File: src/rtl/can_fault_pkg.sv
package can_fault_pkg;
  localparam logic [2:0] A_CTRL  = 3'd0;
  localparam logic [2:0] A_MODE  = 3'd1;
  localparam logic [2:0] A_CNT   = 3'd2;
  localparam logic [2:0] A_GSTAT = 3'd3;
  localparam logic [2:0] A_GMASK = 3'd4;
  localparam logic [2:0] A_CAUSE = 3'd5;
  localparam logic [2:0] A_SLEEP = 3'd6;

  // global status bit positions (software decodes these)
  localparam int GS_TXWARN  = 0;
  localparam int GS_RXWARN  = 1;
  localparam int GS_PASSIVE = 2;
  localparam int GS_BUSOFF  = 3;
  localparam int GS_LOST    = 7;

  // control / mode / sleep bit positions
  localparam int CT_SRST  = 0;
  localparam int CT_SLEEP = 5;
  localparam int CT_CFG   = 7;
  localparam int MD_CFGACK = 7;
  localparam int SL_ACK    = 3;

  // error cause bit positions
  localparam int EC_STUFF = 3;
  localparam int EC_BIT   = 6;
  localparam int EC_FORM  = 7;

  typedef struct packed {
    logic bus_off;
    logic passive;
    logic rx_warn;
    logic tx_warn;
  } err_cond_t;
endpackage

File: src/rtl/can_fault_counters.sv
module can_fault_counters
  import can_fault_pkg::*;
#(
  parameter int CNT_W       = 8,
  parameter int WARN_LVL    = 96,
  parameter int PASSIVE_LVL = 128,
  parameter int TX_STEP     = 8,
  parameter int RX_STEP     = 1
) (
  input  logic             clk,
  input  logic             rst,
  input  logic             clr,
  input  logic             hold,
  input  logic             err_any,
  input  logic             on_tx,
  input  logic             tx_ok,
  input  logic             rx_ok,
  output logic [CNT_W-1:0] tec,
  output logic [CNT_W-1:0] rec,
  output logic             bus_off,
  output err_cond_t        cond
);
  localparam int unsigned CNT_MAX = (1 << CNT_W) - 1;
  localparam int unsigned SUM_W   = CNT_W + 1;

  logic [SUM_W-1:0] tec_sum, rec_sum;
  logic             tec_ovf;
  logic [CNT_W-1:0] rec_inc, tec_dec, rec_dec;

  assign tec_sum = {1'b0, tec} + SUM_W'(TX_STEP);
  assign rec_sum = {1'b0, rec} + SUM_W'(RX_STEP);
  assign tec_ovf = tec_sum > SUM_W'(CNT_MAX);
  assign rec_inc = (rec_sum > SUM_W'(CNT_MAX)) ? CNT_W'(CNT_MAX) : rec_sum[CNT_W-1:0];
  assign tec_dec = (tx_ok && tec != '0) ? tec - 1'b1 : tec;
  assign rec_dec = (rx_ok && rec != '0) ? rec - 1'b1 : rec;

  always_ff @(posedge clk) begin
    if (rst || clr) begin
      tec     <= '0;
      rec     <= '0;
      bus_off <= 1'b0;
    end else if (!hold) begin
      if (err_any) begin
        if (on_tx) begin
          if (tec_ovf) begin
            bus_off <= 1'b1;
            tec     <= '0;
            rec     <= '0;
          end else begin
            tec <= tec_sum[CNT_W-1:0];
          end
        end else begin
          rec <= rec_inc;
        end
      end else begin
        tec <= tec_dec;
        rec <= rec_dec;
      end
    end
  end

  assign cond.tx_warn = tec >= CNT_W'(WARN_LVL);
  assign cond.rx_warn = rec >= CNT_W'(WARN_LVL);
  assign cond.passive = (tec >= CNT_W'(PASSIVE_LVL)) || (rec >= CNT_W'(PASSIVE_LVL));
  assign cond.bus_off = bus_off;
endmodule

File: src/rtl/can_fault_irq.sv
module can_fault_irq
  import can_fault_pkg::*;
#(
  parameter int GS_W = 11
) (
  input  logic            clk,
  input  logic            rst,
  input  logic            clr,
  input  err_cond_t       cond,
  input  logic            lost,
  input  logic            w1c_en,
  input  logic [GS_W-1:0] w1c_bits,
  input  logic            mask_we,
  input  logic [GS_W-1:0] mask_d,
  output logic [GS_W-1:0] gstat,
  output logic [GS_W-1:0] gmask,
  output logic            irq
);
  localparam int N_COND = $bits(err_cond_t);
  localparam int COND_POS [N_COND] = '{GS_BUSOFF, GS_PASSIVE, GS_RXWARN, GS_TXWARN};

  err_cond_t        prev;
  logic [N_COND-1:0] rise;
  logic [GS_W-1:0]  set_v;
  logic [GS_W-1:0]  clr_v;

  assign rise = cond & ~prev;

  always_comb begin
    set_v = '0;
    for (int i = 0; i < N_COND; i++) begin
      set_v[COND_POS[N_COND-1-i]] = rise[i];
    end
    set_v[GS_LOST] = lost;
  end

  assign clr_v = w1c_en ? w1c_bits : '0;

  always_ff @(posedge clk) begin
    if (rst || clr) begin
      prev  <= '0;
      gstat <= '0;
      irq   <= 1'b0;
    end else begin
      prev  <= cond;
      gstat <= (gstat & ~clr_v) | set_v;
      irq   <= |(gstat & gmask);
    end
  end

  always_ff @(posedge clk) begin
    if (rst) gmask <= '0;
    else if (mask_we) gmask <= mask_d;
  end
endmodule

File: src/rtl/can_fault_mode.sv
module can_fault_mode
  import can_fault_pkg::*;
#(
  parameter int DW = 16
) (
  input  logic          clk,
  input  logic          rst,
  input  logic          ctrl_we,
  input  logic          sleep_we,
  input  logic [DW-1:0] wdata,
  output logic          cfg_req,
  output logic          cfg_ack,
  output logic          slp_req,
  output logic          slp_ack,
  output logic          srst
);
  logic leave_sleep;

  assign srst        = ctrl_we && wdata[CT_SRST];
  assign leave_sleep = sleep_we && (wdata == '0);

  always_ff @(posedge clk) begin
    if (rst) begin
      cfg_req <= 1'b1;
      cfg_ack <= 1'b1;
      slp_req <= 1'b0;
      slp_ack <= 1'b0;
    end else begin
      cfg_ack <= cfg_req;
      if (srst) begin
        cfg_req <= 1'b1;
        slp_req <= 1'b0;
        slp_ack <= 1'b0;
      end else begin
        if (ctrl_we) begin
          cfg_req <= wdata[CT_CFG];
          slp_req <= wdata[CT_SLEEP];
        end
        if (leave_sleep) begin
          slp_req <= 1'b0;
          slp_ack <= 1'b0;
        end else begin
          slp_ack <= slp_req;
        end
      end
    end
  end
endmodule

File: src/rtl/can_fault_supervisor.sv
module can_fault_supervisor
  import can_fault_pkg::*;
#(
  parameter int CNT_W       = 8,
  parameter int WARN_LVL    = 96,
  parameter int PASSIVE_LVL = 128,
  parameter int TX_STEP     = 8,
  parameter int RX_STEP     = 1,
  parameter int GS_W        = 11,
  parameter int DW          = 16
) (
  input  logic          clk,
  input  logic          rst,
  input  logic          ev_bit_err,
  input  logic          ev_form_err,
  input  logic          ev_stuff_err,
  input  logic          ev_while_tx,
  input  logic          ev_tx_ok,
  input  logic          ev_rx_ok,
  input  logic          ev_msg_lost,
  input  logic          reg_wr,
  input  logic          reg_rd,
  input  logic [2:0]    reg_addr,
  input  logic [DW-1:0] reg_wdata,
  output logic [DW-1:0] reg_rdata,
  output logic          err_irq
);
  logic             ctrl_we, sleep_we, gstat_we, gmask_we, cause_we;
  logic             cfg_req, cfg_ack, slp_req, slp_ack, srst;
  logic             hold, err_any, bus_off;
  logic [CNT_W-1:0] tec, rec;
  err_cond_t        cond;
  logic [GS_W-1:0]  gstat, gmask;
  logic [2:0]       cause;   // {form, bit, stuff}
  logic [2:0]       cause_set, cause_clr;

  assign ctrl_we  = reg_wr && reg_addr == A_CTRL;
  assign sleep_we = reg_wr && reg_addr == A_SLEEP;
  assign gstat_we = reg_wr && reg_addr == A_GSTAT;
  assign gmask_we = reg_wr && reg_addr == A_GMASK;
  assign cause_we = reg_wr && reg_addr == A_CAUSE;

  assign err_any = ev_bit_err || ev_form_err || ev_stuff_err;

  can_fault_mode #(.DW(DW)) u_mode (
    .clk      (clk),
    .rst      (rst),
    .ctrl_we  (ctrl_we),
    .sleep_we (sleep_we),
    .wdata    (reg_wdata),
    .cfg_req  (cfg_req),
    .cfg_ack  (cfg_ack),
    .slp_req  (slp_req),
    .slp_ack  (slp_ack),
    .srst     (srst)
  );

  assign hold = cfg_ack || slp_ack || bus_off;

  can_fault_counters #(
    .CNT_W       (CNT_W),
    .WARN_LVL    (WARN_LVL),
    .PASSIVE_LVL (PASSIVE_LVL),
    .TX_STEP     (TX_STEP),
    .RX_STEP     (RX_STEP)
  ) u_cnt (
    .clk     (clk),
    .rst     (rst),
    .clr     (srst),
    .hold    (hold),
    .err_any (err_any),
    .on_tx   (ev_while_tx),
    .tx_ok   (ev_tx_ok),
    .rx_ok   (ev_rx_ok),
    .tec     (tec),
    .rec     (rec),
    .bus_off (bus_off),
    .cond    (cond)
  );

  can_fault_irq #(.GS_W(GS_W)) u_irq (
    .clk      (clk),
    .rst      (rst),
    .clr      (srst),
    .cond     (cond),
    .lost     (ev_msg_lost),
    .w1c_en   (gstat_we),
    .w1c_bits (reg_wdata[GS_W-1:0]),
    .mask_we  (gmask_we),
    .mask_d   (reg_wdata[GS_W-1:0]),
    .gstat    (gstat),
    .gmask    (gmask),
    .irq      (err_irq)
  );

  // sticky error cause, set wins over clear
  assign cause_set = hold ? 3'b000 : {ev_form_err, ev_bit_err, ev_stuff_err};
  assign cause_clr = cause_we ? {reg_wdata[EC_FORM], reg_wdata[EC_BIT], reg_wdata[EC_STUFF]} : 3'b000;

  always_ff @(posedge clk) begin
    if (rst || srst) cause <= '0;
    else             cause <= (cause & ~cause_clr) | cause_set;
  end

  always_ff @(posedge clk) begin
    if (rst) begin
      reg_rdata <= '0;
    end else if (reg_rd) begin
      reg_rdata <= '0;
      case (reg_addr)
        A_CTRL: begin
          reg_rdata[CT_CFG]   <= cfg_req;
          reg_rdata[CT_SLEEP] <= slp_req;
        end
        A_MODE:  reg_rdata[MD_CFGACK] <= cfg_ack;
        A_CNT:   reg_rdata[2*CNT_W-1:0] <= {tec, rec};
        A_GSTAT: reg_rdata[GS_W-1:0] <= gstat;
        A_GMASK: reg_rdata[GS_W-1:0] <= gmask;
        A_CAUSE: begin
          reg_rdata[EC_FORM]  <= cause[2];
          reg_rdata[EC_BIT]   <= cause[1];
          reg_rdata[EC_STUFF] <= cause[0];
        end
        A_SLEEP: reg_rdata[SL_ACK] <= slp_ack;
        default: reg_rdata <= '0;
      endcase
    end
  end
endmodule

File: config.mk
export PLATFORM = sky130hd
export DESIGN_NAME = can_fault_supervisor
export DESIGN_NICKNAME = d
export VERILOG_FILES = /design/src/rtl/can_fault_pkg.sv /design/src/rtl/can_fault_counters.sv /design/src/rtl/can_fault_irq.sv /design/src/rtl/can_fault_mode.sv /design/src/rtl/can_fault_supervisor.sv
export SDC_FILE = /design/constraint.sdc
export NUM_CORES = 1
export LEC_CHECK = 0
export ABC_AREA = 1
export BUFFER_PORTS_ARGS = -buffer_cell sky130_fd_sc_hd__buf_2
export CAP_MARGIN = 30
export CELL_PAD_IN_SITES_DETAIL_PLACEMENT = 1
export CELL_PAD_IN_SITES_GLOBAL_PLACEMENT = 1
export CORE_ASPECT_RATIO = 1.5
export CORE_MARGIN = 1.5
export CORE_UTILIZATION = 37
export CTS_CLUSTER_DIAMETER = 100
export DETAILED_ROUTE_END_ITERATION = 12
export PLACE_DENSITY_LB_ADDON = 0.1
export SLEW_MARGIN = 15
export SYNTH_ARGS = -nofsm -noshare
export SYNTH_HDL_FRONTEND = slang
export SYNTH_SLANG_ARGS = --single-unit
File: constraint.sdc
create_clock -name clk -period 1.8 [get_ports clk]
set_input_delay 0.18 -clock clk [delete_from_list [all_inputs] [get_ports clk]]
set_output_delay 0.18 -clock clk [all_outputs]
set_load 0.02 [all_outputs]
==> metrics.txt, run 1 <==
Max IR drop VDD ~600 uV; crit-path max FO 7; Die Area 10,500 um2; DP Area just over 4000 um2; H-tree levels 3; DIE WIDTH about 84 um; detailed-route via count just under 4,000; Pre-antenna DRT Iters 4; area added between synthesis and finish 24.4%; share of layout cells above drive strength 1 between 20% and 30%; leakage power 0.00208 uW; clock slew at reported path FFs around 60 ps; Initial DRC Count between 100 and 150; sequential area share after synthesis between 30% and 40%; Layout Cell Area excl Fill ~4500 um2; initial antenna violation count 0; Design Power ~3600 uW; Post-CTS Setup Inserts 0; core area around 9600 um2; fill count around 1,300; Distinct cells, synth 41; Syn. warnings 0; Sink Count 67; DRC violation count after routing 0; IO Pins 47; Post-Syn Area ~3600 um2; grt ovf 0; pre-CTS setup slack -28.8 ps; Layout Skew 3.21 ps; Initial Util a little under two fifths; Vias/cell ~5.3; Setup WS post-layout about 110 ps; Post-Synthesis Net Count just under 600; status complete, no violations; multi-input logic area about 2000 um2; # rows 44; flops & latches, synth 67; first-pass GRT wire length 20,800 um; fin crit period around 1700 ps; Setup crit end kind flip-flop; largest net degree at the start of global routing 22; Clock Path Buffers 2; kind of critical path flip-flop to flip-flop; crit share post-route a little over nine tenths; area occupied by registers roughly 1400 um2; achievable frequency a little under 600 MHz; GP Congestion ~0.87; clk_lat worst skew ~330 ps; Mapped Avg Cell Area between 6 and 7 um2; hold buffers post-CTS 0; Port Buffers 46; Final ANT Viol Nets 0; Max-cap violations 0; Hold Slack approximately 52 ps; Final Max Tran Viols 0; wire per inst about 18 um; Power Dens Cells around 800 nW/um2; fin nets between 600 and 700; Worst Max-Slew Pin Slew 691 ps; Rel. slew slack between 50 and 60%; WP data required just over 2000 ps; Antenna Cells 0; CTS tree yes; Total GRT Usage 25.5%; Inserted Clock Buffers 9; Tightest Hold Check Type input port to flip-flop; Critical Path AT approximately 1900 ps; root buf cell clkbuf_16; endpoints failing hold 0; WL final 12,900 um; Post-DP HPWL about 9600 um; vias in the first global route roughly 4,000; Syn Inst Count between 500 and 600; final setup fails 0; chip height 125 um; Worst setup SP type flip-flop
[area by class of cell]
| type | instances | area share [%] |
|---|---|---|
| Clock buffer | 12 | 5.43 |
| Clock inverter | 4 | 1.10 |
| Inverter | 71 | 5.87 |
| Multi-Input combinational cell | 385 | 44.7 |
| Sequential cell | 67 | 29.8 |
| Tap cell | 115 | 3.17 |
| Timing Repair Buffer | 74 | 9.98 |
[sequential cells by signal, indices dropped and copies added, names as in the netlist]
signal          flops
u_irq.prev          4
u_irq.gmask        11
reg_rdata          16
u_mode.cfg_ack      1
u_mode.cfg_req      1
u_mode.slp_ack      1
u_mode.slp_req      1
u_cnt.rec           8
u_irq.irq           1
u_cnt.bus_off       1
cause               3
u_cnt.tec           8
u_irq.gstat        11
[critical path, stage by stage, from the launching register on]
cell and delay [ps]:
dfxtp_4 370, inv_1 70, ha_1 210, nand3_1 80, o21ai_0 140, a21oi_2 310, nand2_2 170, nor2_1 160
a21oi_2 70
[metrics by stage]
step	instances	utilization [%]	TNS, ps
2_1_floorplan	541	-	0
3_3_place_gp	711	43.0	0
3_5_place_dp	711	43.0	-52.9
4_1_cts	727	46.2	0
5_1_grt	728	47.1	-69.0
6_report	728	47.1	0
[cell usage after synthesis]
cell	number	area [um2]
nor4_1	3	18.8
buf_2	7	35.0
nand4_1	7	43.8
or2_0	1	6.26
o221ai_1	4	35.0
dfxtp_1	67	1340
inv_1	66	248
xnor2_1	2	17.5
nor2_4	2	22.5
inv_2	5	18.8
o21ai_0	42	210
o21bai_1	1	7.51
a22oi_1	2	15.0
o22ai_1	8	50.1
o211ai_1	3	22.5
or2_2	3	18.8
buf_6	2	22.5
o21ai_1	2	10.0
a221oi_1	2	17.5
clkbuf_1	7	26.3
nand2_2	4	25.0
o21a_1	1	7.51
nor2_2	2	12.5
a21oi_1	58	290
or2_1	1	6.26
nor3_1	1	5.00
xor2_1	3	26.3
nor2_1	43	161
a311oi_1	1	8.76
nand3_2	3	30.0
a31oi_1	2	12.5
o2111ai_1	1	8.76
a21oi_2	2	17.5
nand3_1	36	180
nand2_1	131	492
buf_1	1	3.75
a211oi_1	1	7.51
buf_4	2	15.0
o21ai_2	1	8.76
ha_1	10	125
nor3_4	1	16.3
[what timing repair did]
action | in CTS | in global routing
pin swaps | 0 | 1
resized for setup | 3 | 23
cloned | 0 | 1
setup endpoints to repair | 6 | 16
[cells in the final DEF, fill, tap and decap left out, types with 3 or more instances in the layout]
cell type | netlist | final
a21oi_1 | 58 | 53
a21oi_2 | 2 | 7
nand2_2 | 4 | 4
o221ai_1 | 4 | 4
dfxtp_2 | 0 | 5
buf_4 | 2 | 27
nand4_1 | 7 | 7
nand3_1 | 36 | 33
o21ai_0 | 42 | 42
nor4_1 | 3 | 3
nor2_2 | 2 | 3
o22ai_1 | 8 | 8
dfxtp_1 | 67 | 61
nor2_4 | 2 | 3
or2_2 | 3 | 3
o211ai_1 | 3 | 3
ha_1 | 10 | 9
nand2_1 | 131 | 131
nor2_1 | 43 | 41
clkbuf_16 | 0 | 9
nand3_2 | 3 | 4
inv_1 | 66 | 63
buf_2 | 7 | 46
inv_2 | 5 | 8
[power breakdown]
| group | total (uW) | internal (uW) | leakage, uW | switching (uW) |
|---|---|---|---|---|
| sequential | 1530 | 1510 | 0.000546 | 17.7 |
| clock | 1760 | 1110 | 0.000139 | 654 |
| combinational | 327 | 110 | 0.00139 | 217 |
[final timing paths]
| check | startpoint | end | slack [ps] | depth (start not counted) |
|---|---|---|---|---|
| max reg2reg | u_cnt.rec[0] | u_cnt.rec[1] | 110 | 8 |
| max | u_cnt.rec[0] | u_cnt.rec[1] | 110 | 8 |
| min reg2reg | u_irq.prev[1] | u_irq.gstat[1] | 420 | 1 |
| min | reg_wdata[9] | u_irq.gstat[9] | 50 | 2 |
[logic make-up after synthesis]
group | synth area share, %
AND/OR/NAND/NOR | 28.5
AO/OA/AOI/OAI | 20.0
buffers and inverters | 10.1
flip-flops | 36.8
adder cells (fa/ha/maj) | 3.43
XOR/XNOR | 1.20
[routing by layer]
metal | GRT usage (%) | up-vias | wire length (um) | part of all wire (%)
li1 | - | 1918 | - | -
met1 | 30.7 | 1849 | 5420 | 42
met2 | 45.2 | 73 | 6750 | 52
met3 | 2.85 | 20 | 461 | 3.6
met4 | 10.7 | 0 | 270 | 2.1
met5 | 0 | - | 0 | 0
(Power assumes the default switching activity.)
==> run 2: changes to the inputs <==
--- a/config.mk
+++ b/config.mk
@@ -16,6 +16,7 @@
 export CTS_CLUSTER_DIAMETER = 100
 export DETAILED_ROUTE_END_ITERATION = 12
 export PLACE_DENSITY_LB_ADDON = 0.1
+export REMOVE_ABC_BUFFERS = 1
 export SLEW_MARGIN = 15
 export SYNTH_ARGS = -nofsm -noshare
 export SYNTH_HDL_FRONTEND = slang
==> metrics.txt, run 2 (synthesis gave the netlist of run 1 again) <==
Tightest Hold Check Type input port to flip-flop; GP Congestion between 0.8 and 0.9; fill count between 1,000 and 1,500; core area approximately 9600 um2; worst r2r src u_cnt.tec[3]; DIE WIDTH 84.1 um; WP data required 2020 ps; WL final approximately 13,000 um; fin crit period approximately 1700 ps; endpoints failing hold 0; Hold Slack 47.2 ps; CTS tree yes; Initial Util a little under two fifths; Die Area between 10,000 and 15,000 um2; Initial DRC Count slightly below 90; Max-cap violations 0; clk_lat worst skew approximately 330 ps; largest net degree at the start of global routing 23; wire per inst roughly 17 um; most flop-heavy register reg_rdata; CP Launch Point u_cnt.tec[3]; Setup crit end kind flip-flop; Antenna Cells 0; initial antenna violation count 0; most frequent cells in the layout 130 x nand2_1, 64 x inv_1, 63 x dfxtp_1, 57 x a21oi_1, 46 x buf_2; Port Buffers 46; first-pass GRT wire length between 20,000 and 25,000 um; Pre-antenna DRT Iters 5; area added between synthesis and finish 24.0%; clock slew at reported path FFs ~60 ps; RSZ-0062 raised after global routing false; fin nets between 600 and 700; achievable frequency ~590 MHz; share of layout cells above drive strength 1 20.7%; Vias/cell between 5 and 6; Layout Skew around 6.4 ps; kind of critical path flip-flop to flip-flop; IO Pins 47; Clock Path Buffers 2; vias in the first global route 4,041; Final Max Tran Viols 0; crit share post-route 93.7%; Sink Count 67; grt ovf 0; biggest regs reg_rdata: 16 flops, u_irq.gmask: 11 flops, u_irq.gstat: 11 flops; Critical Path AT ~1900 ps; Worst setup SP type flip-flop; chip height roughly 120 um; detailed-route via count a little under 4,000; Rel. slew slack between 50% and 60%; leakage power approximately 0.0021 uW; setup TNS 0 ps; crit-path max FO 7; Final ANT Viol Nets 0; status complete, no violations; root buf cell clkbuf_16; Max IR drop VDD about 600 uV; final setup fails 0; # rows 44; max FFs per register 16; Power Dens Cells about 830 nW/um2; Worst Max-Slew Pin Slew about 740 ps; Total GRT Usage about a quarter; hold path startpoint reg_wdata[9]; DRC violation count after routing 0; Inserted Clock Buffers 9; H-tree levels 3; most common cell after layout, fill and taps aside nand2_1; Post-DP HPWL 9800 um
[run 2: cell types whose count changed in the layout (fill, tap and decap cells not counted), moves of 2 or more]
cell,before,now
dfxtp_2,5,2
a21oi_2,7,3
dfxtp_1,61,63
buf_4,27,29
a21oi_1,53,57
inv_2,8,6
[run 2: metrics by stage]
stage                     worst slack [ps]  area (um2)  util, %  power, uW  instances
after CTS                             15.4        4450     46.2       3760        727
final                                  114        4520     46.9       3730        729
after floorplan                        110        3540        -       1710        522
after global routing                  1.51        4520     46.9       3860        729
after detailed placement              -108        4130     42.9       1870        711
after global placement                50.9        4130     42.9       1870        711
[run 2: metal layers]
metal,wire (um),track usage [%],vias to the layer above
met1,5100,27.7,1859
li1,-,-,1920
met5,0,0,-
met4,413,10.0,0
met3,463,4.37,27
met2,6690,46.2,86
[run 2: cell type report]
cell class                      instances  area, um2  share of cell area, %
Clock buffer                           11        233                   5.15
Sequential cell                        67       1350                   29.9
Tap cell                              115        144                   3.18
Inverter                               71        269                   5.95
Multi-Input combinational cell        385       2000                   44.2
Timing Repair Buffer                   75        448                   9.91
Clock inverter                          5       77.6                   1.72
[run 2: worst max-delay path, stage by stage (launching register included)]
cell	delay (ps)
dfxtp_4	360
ha_1	230
nand3_1	100
xor2_1	240
nand3_2	190
nand3_4	120
nand2_2	120
nor2_1	140
a21oi_1	80
[run 2: power breakdown]
group	switching [uW]	internal, uW	leakage, uW
logic	217	105	0.00140
clock network	675	1210	0.000150
registers	17.8	1510	0.000545
[run 2: timing repair]
action                     CTS  global route
hold buffers                 0             0
gates cloned                 0             1
buffers inserted             0             1
hold endpoints to repair     0             0
setup endpoints to repair   10            15
gates resized for setup      3            17
pin swaps                    0             1
[run 2: path summary, 6_finish.rpt]
check / endpoint / slack, ps / cells after the start
max: u_cnt.rec[3] / 110 / 8
min: u_irq.gstat[9] / 50 / 2
max reg2reg: u_cnt.rec[3] / 110 / 8
min reg2reg: u_irq.gstat[1] / 410 / 1
==> run 3: changes to the inputs <==
--- a/config.mk
+++ b/config.mk
@@ -12,11 +12,12 @@
 export CELL_PAD_IN_SITES_GLOBAL_PLACEMENT = 1
 export CORE_ASPECT_RATIO = 1.5
 export CORE_MARGIN = 1.5
-export CORE_UTILIZATION = 37
+export CORE_UTILIZATION = 41
 export CTS_CLUSTER_DIAMETER = 100
 export DETAILED_ROUTE_END_ITERATION = 12
 export PLACE_DENSITY_LB_ADDON = 0.1
 export REMOVE_ABC_BUFFERS = 1
+export SETUP_SLACK_MARGIN = 0.2
 export SLEW_MARGIN = 15
 export SYNTH_ARGS = -nofsm -noshare
 export SYNTH_HDL_FRONTEND = slang
==> constraint.sdc (replaced) <==
create_clock -name clk -period 1.9 [get_ports clk]
set_input_delay 0.19 -clock clk [delete_from_list [all_inputs] [get_ports clk]]
set_output_delay 0.19 -clock clk [all_outputs]
set_load 0.02 [all_outputs]
==> metrics.txt, run 3 (synthesis gave the netlist of run 1 again) <==
initial antenna violation count 0; Setup crit end kind flip-flop; DRC violation count after routing 0; crit-path max FO 6; Max IR drop VDD 437 uV; detailed-route via count about 4,000; Vias/cell about 5.4; Final ANT Viol Nets 0; most common cell after layout, fill and taps aside nand2_1; Post-DP HPWL roughly 9500 um; Initial Util 41.8%; kind of critical path flip-flop to flip-flop; Worst Max-Slew Pin Slew roughly 720 ps; Initial DRC Count between 150 and 200; endpoints failing hold 0; placed cell count about 700; WP data required roughly 2200 ps; CP Capture Point u_cnt.rec[1]; hold path startpoint reg_wdata[9]; CTS tree yes; first-pass GRT wire length between 20,000 and 25,000 um; largest net degree at the start of global routing 23; Critical Path AT between 1500 and 2000 ps; share of layout cells above drive strength 1 around 26%; Max-cap violations 0; Tightest Hold Check Type input port to flip-flop; IO Pins 47; R2R setup slack around 270 ps; achievable frequency 615 MHz; wire per inst about 18 um; grt ovf 0; crit share post-route 85.6%; Die Area 9480 um2; Rel. slew slack between 50 and 60%; Inserted Clock Buffers 9; most frequent cells in the layout 123 x nand2_1, 59 x inv_1, 57 x dfxtp_1, 55 x a21oi_1, 46 x buf_2; Setup WS post-layout about 270 ps; fin nets 646; Sink Count 67; RSZ-0062 raised after global routing false; max FFs per register 16; DIE WIDTH 80.0 um; clk_lat worst skew between 300 and 400 ps; Clock Path Buffers 2; fin crit period about 1600 ps; Antenna Cells 0; r2r worst-path depth 10; Crit Reg-Reg Endpoint u_cnt.rec[1]; most flop-heavy register reg_rdata; core area about 8700 um2; CP Launch Point u_cnt.rec[0]; status complete, no violations; DP Area 4060 um2; pre-CTS setup slack -0.235 ps; # rows 42; chip height roughly 120 um; biggest regs reg_rdata: 16 flops, u_irq.gmask: 11 flops, u_irq.gstat: 11 flops; Layout Skew approximately 6.4 ps; clock slew at reported path FFs ~60 ps; Final Max Tran Viols 0; Layout Cells excl Fill 721; area added between synthesis and finish 28.0%; Layout Cell Area excl Fill 4670 um2; Pre-antenna DRT Iters 4; utilization after layout between 50% and 60%; H-tree levels 3; Port Buffers 46; vias in the first global route between 4,000 and 5,000; GP Congestion roughly 0.91; Worst setup SP type flip-flop; WL final approximately 13,000 um; root buf cell clkbuf_16; final setup fails 0; Power Dens Cells approximately 800 nW/um2; Total GRT Usage between 20 and 30%; worst r2r src u_cnt.rec[0]; leakage power 0.00213 uW; hold buffers post-CTS 0
run 3: cell types whose count changed in the layout (fill, tap and decap cells not counted), sizes merged:
cell | previous run | this run
buf | 75 | 72
bufinv | 2 | 3
clkbuf | 11 | 10
clkinv | 2 | 3
clkinvlp | 1 | 0
run 3: cell type report:
class                           count  area, um2
Clock buffer                       10        239
Clock inverter                      6        113
Fill cell                        1160       4060
Inverter                           71        279
Multi-Input combinational cell    385       2110
Sequential cell                    67       1360
Tap cell                          110        138
Timing Repair Buffer               72        425
run 3: how the worst min path moves through the flow:
stage	endpoint	slack [ps]	cells past startpoint
detailed placement	u_irq.gstat[3]	410	1
CTS	u_irq.gstat[9]	70	2
global placement	u_irq.gstat[1]	410	1
floorplan	reg_rdata[0]	260	1
finish	u_irq.gstat[9]	80	2
global route	u_irq.gstat[9]	90	2
run 3: stage by stage:
stage	total power [uW]	TNS, ps	hold WS [ps]
4_1_cts	3740	0	71.1
3_3_place_gp	1760	0	408
3_5_place_dp	1770	-0.235	406
5_1_grt	3850	0	91.4
2_1_floorplan	1620	0	259
6_report	3720	0	80.9
run 3: worst max-delay path, cell delays in order (launching register included):
cell     delay (ps)
dfxtp_4         410
inv_6            60
ha_2            170
or2_4           220
nor2_2           90
nand2_1          80
nor2_2          130
nand3_4         120
nand3_2         100
nand2_2          50
a21oi_2         130
run 3: what timing repair did:
action,CTS,global route
endpoints found under the hold margin,0,0
pin swaps,0,12
buffers inserted,1,6
resized for setup,13,52
cloned,1,0
setup endpoints to repair,16,16
run 3: report_power, final:
part	leakage, uW	switching [uW]	internal [uW]	total [uW]
registers	0.000548	18.4	1430	1450
logic	0.00141	210	101	311
clock network	0.000173	647	1320	1970
total	0.00213	875	2850	3720
run 3: layer usage:
layer | track usage [%] | share of wire, %
met5 | 0 | 0
met4 | 11.1 | 2.8
met3 | 4.02 | 2.9
met2 | 52.3 | 55
met1 | 31.1 | 40
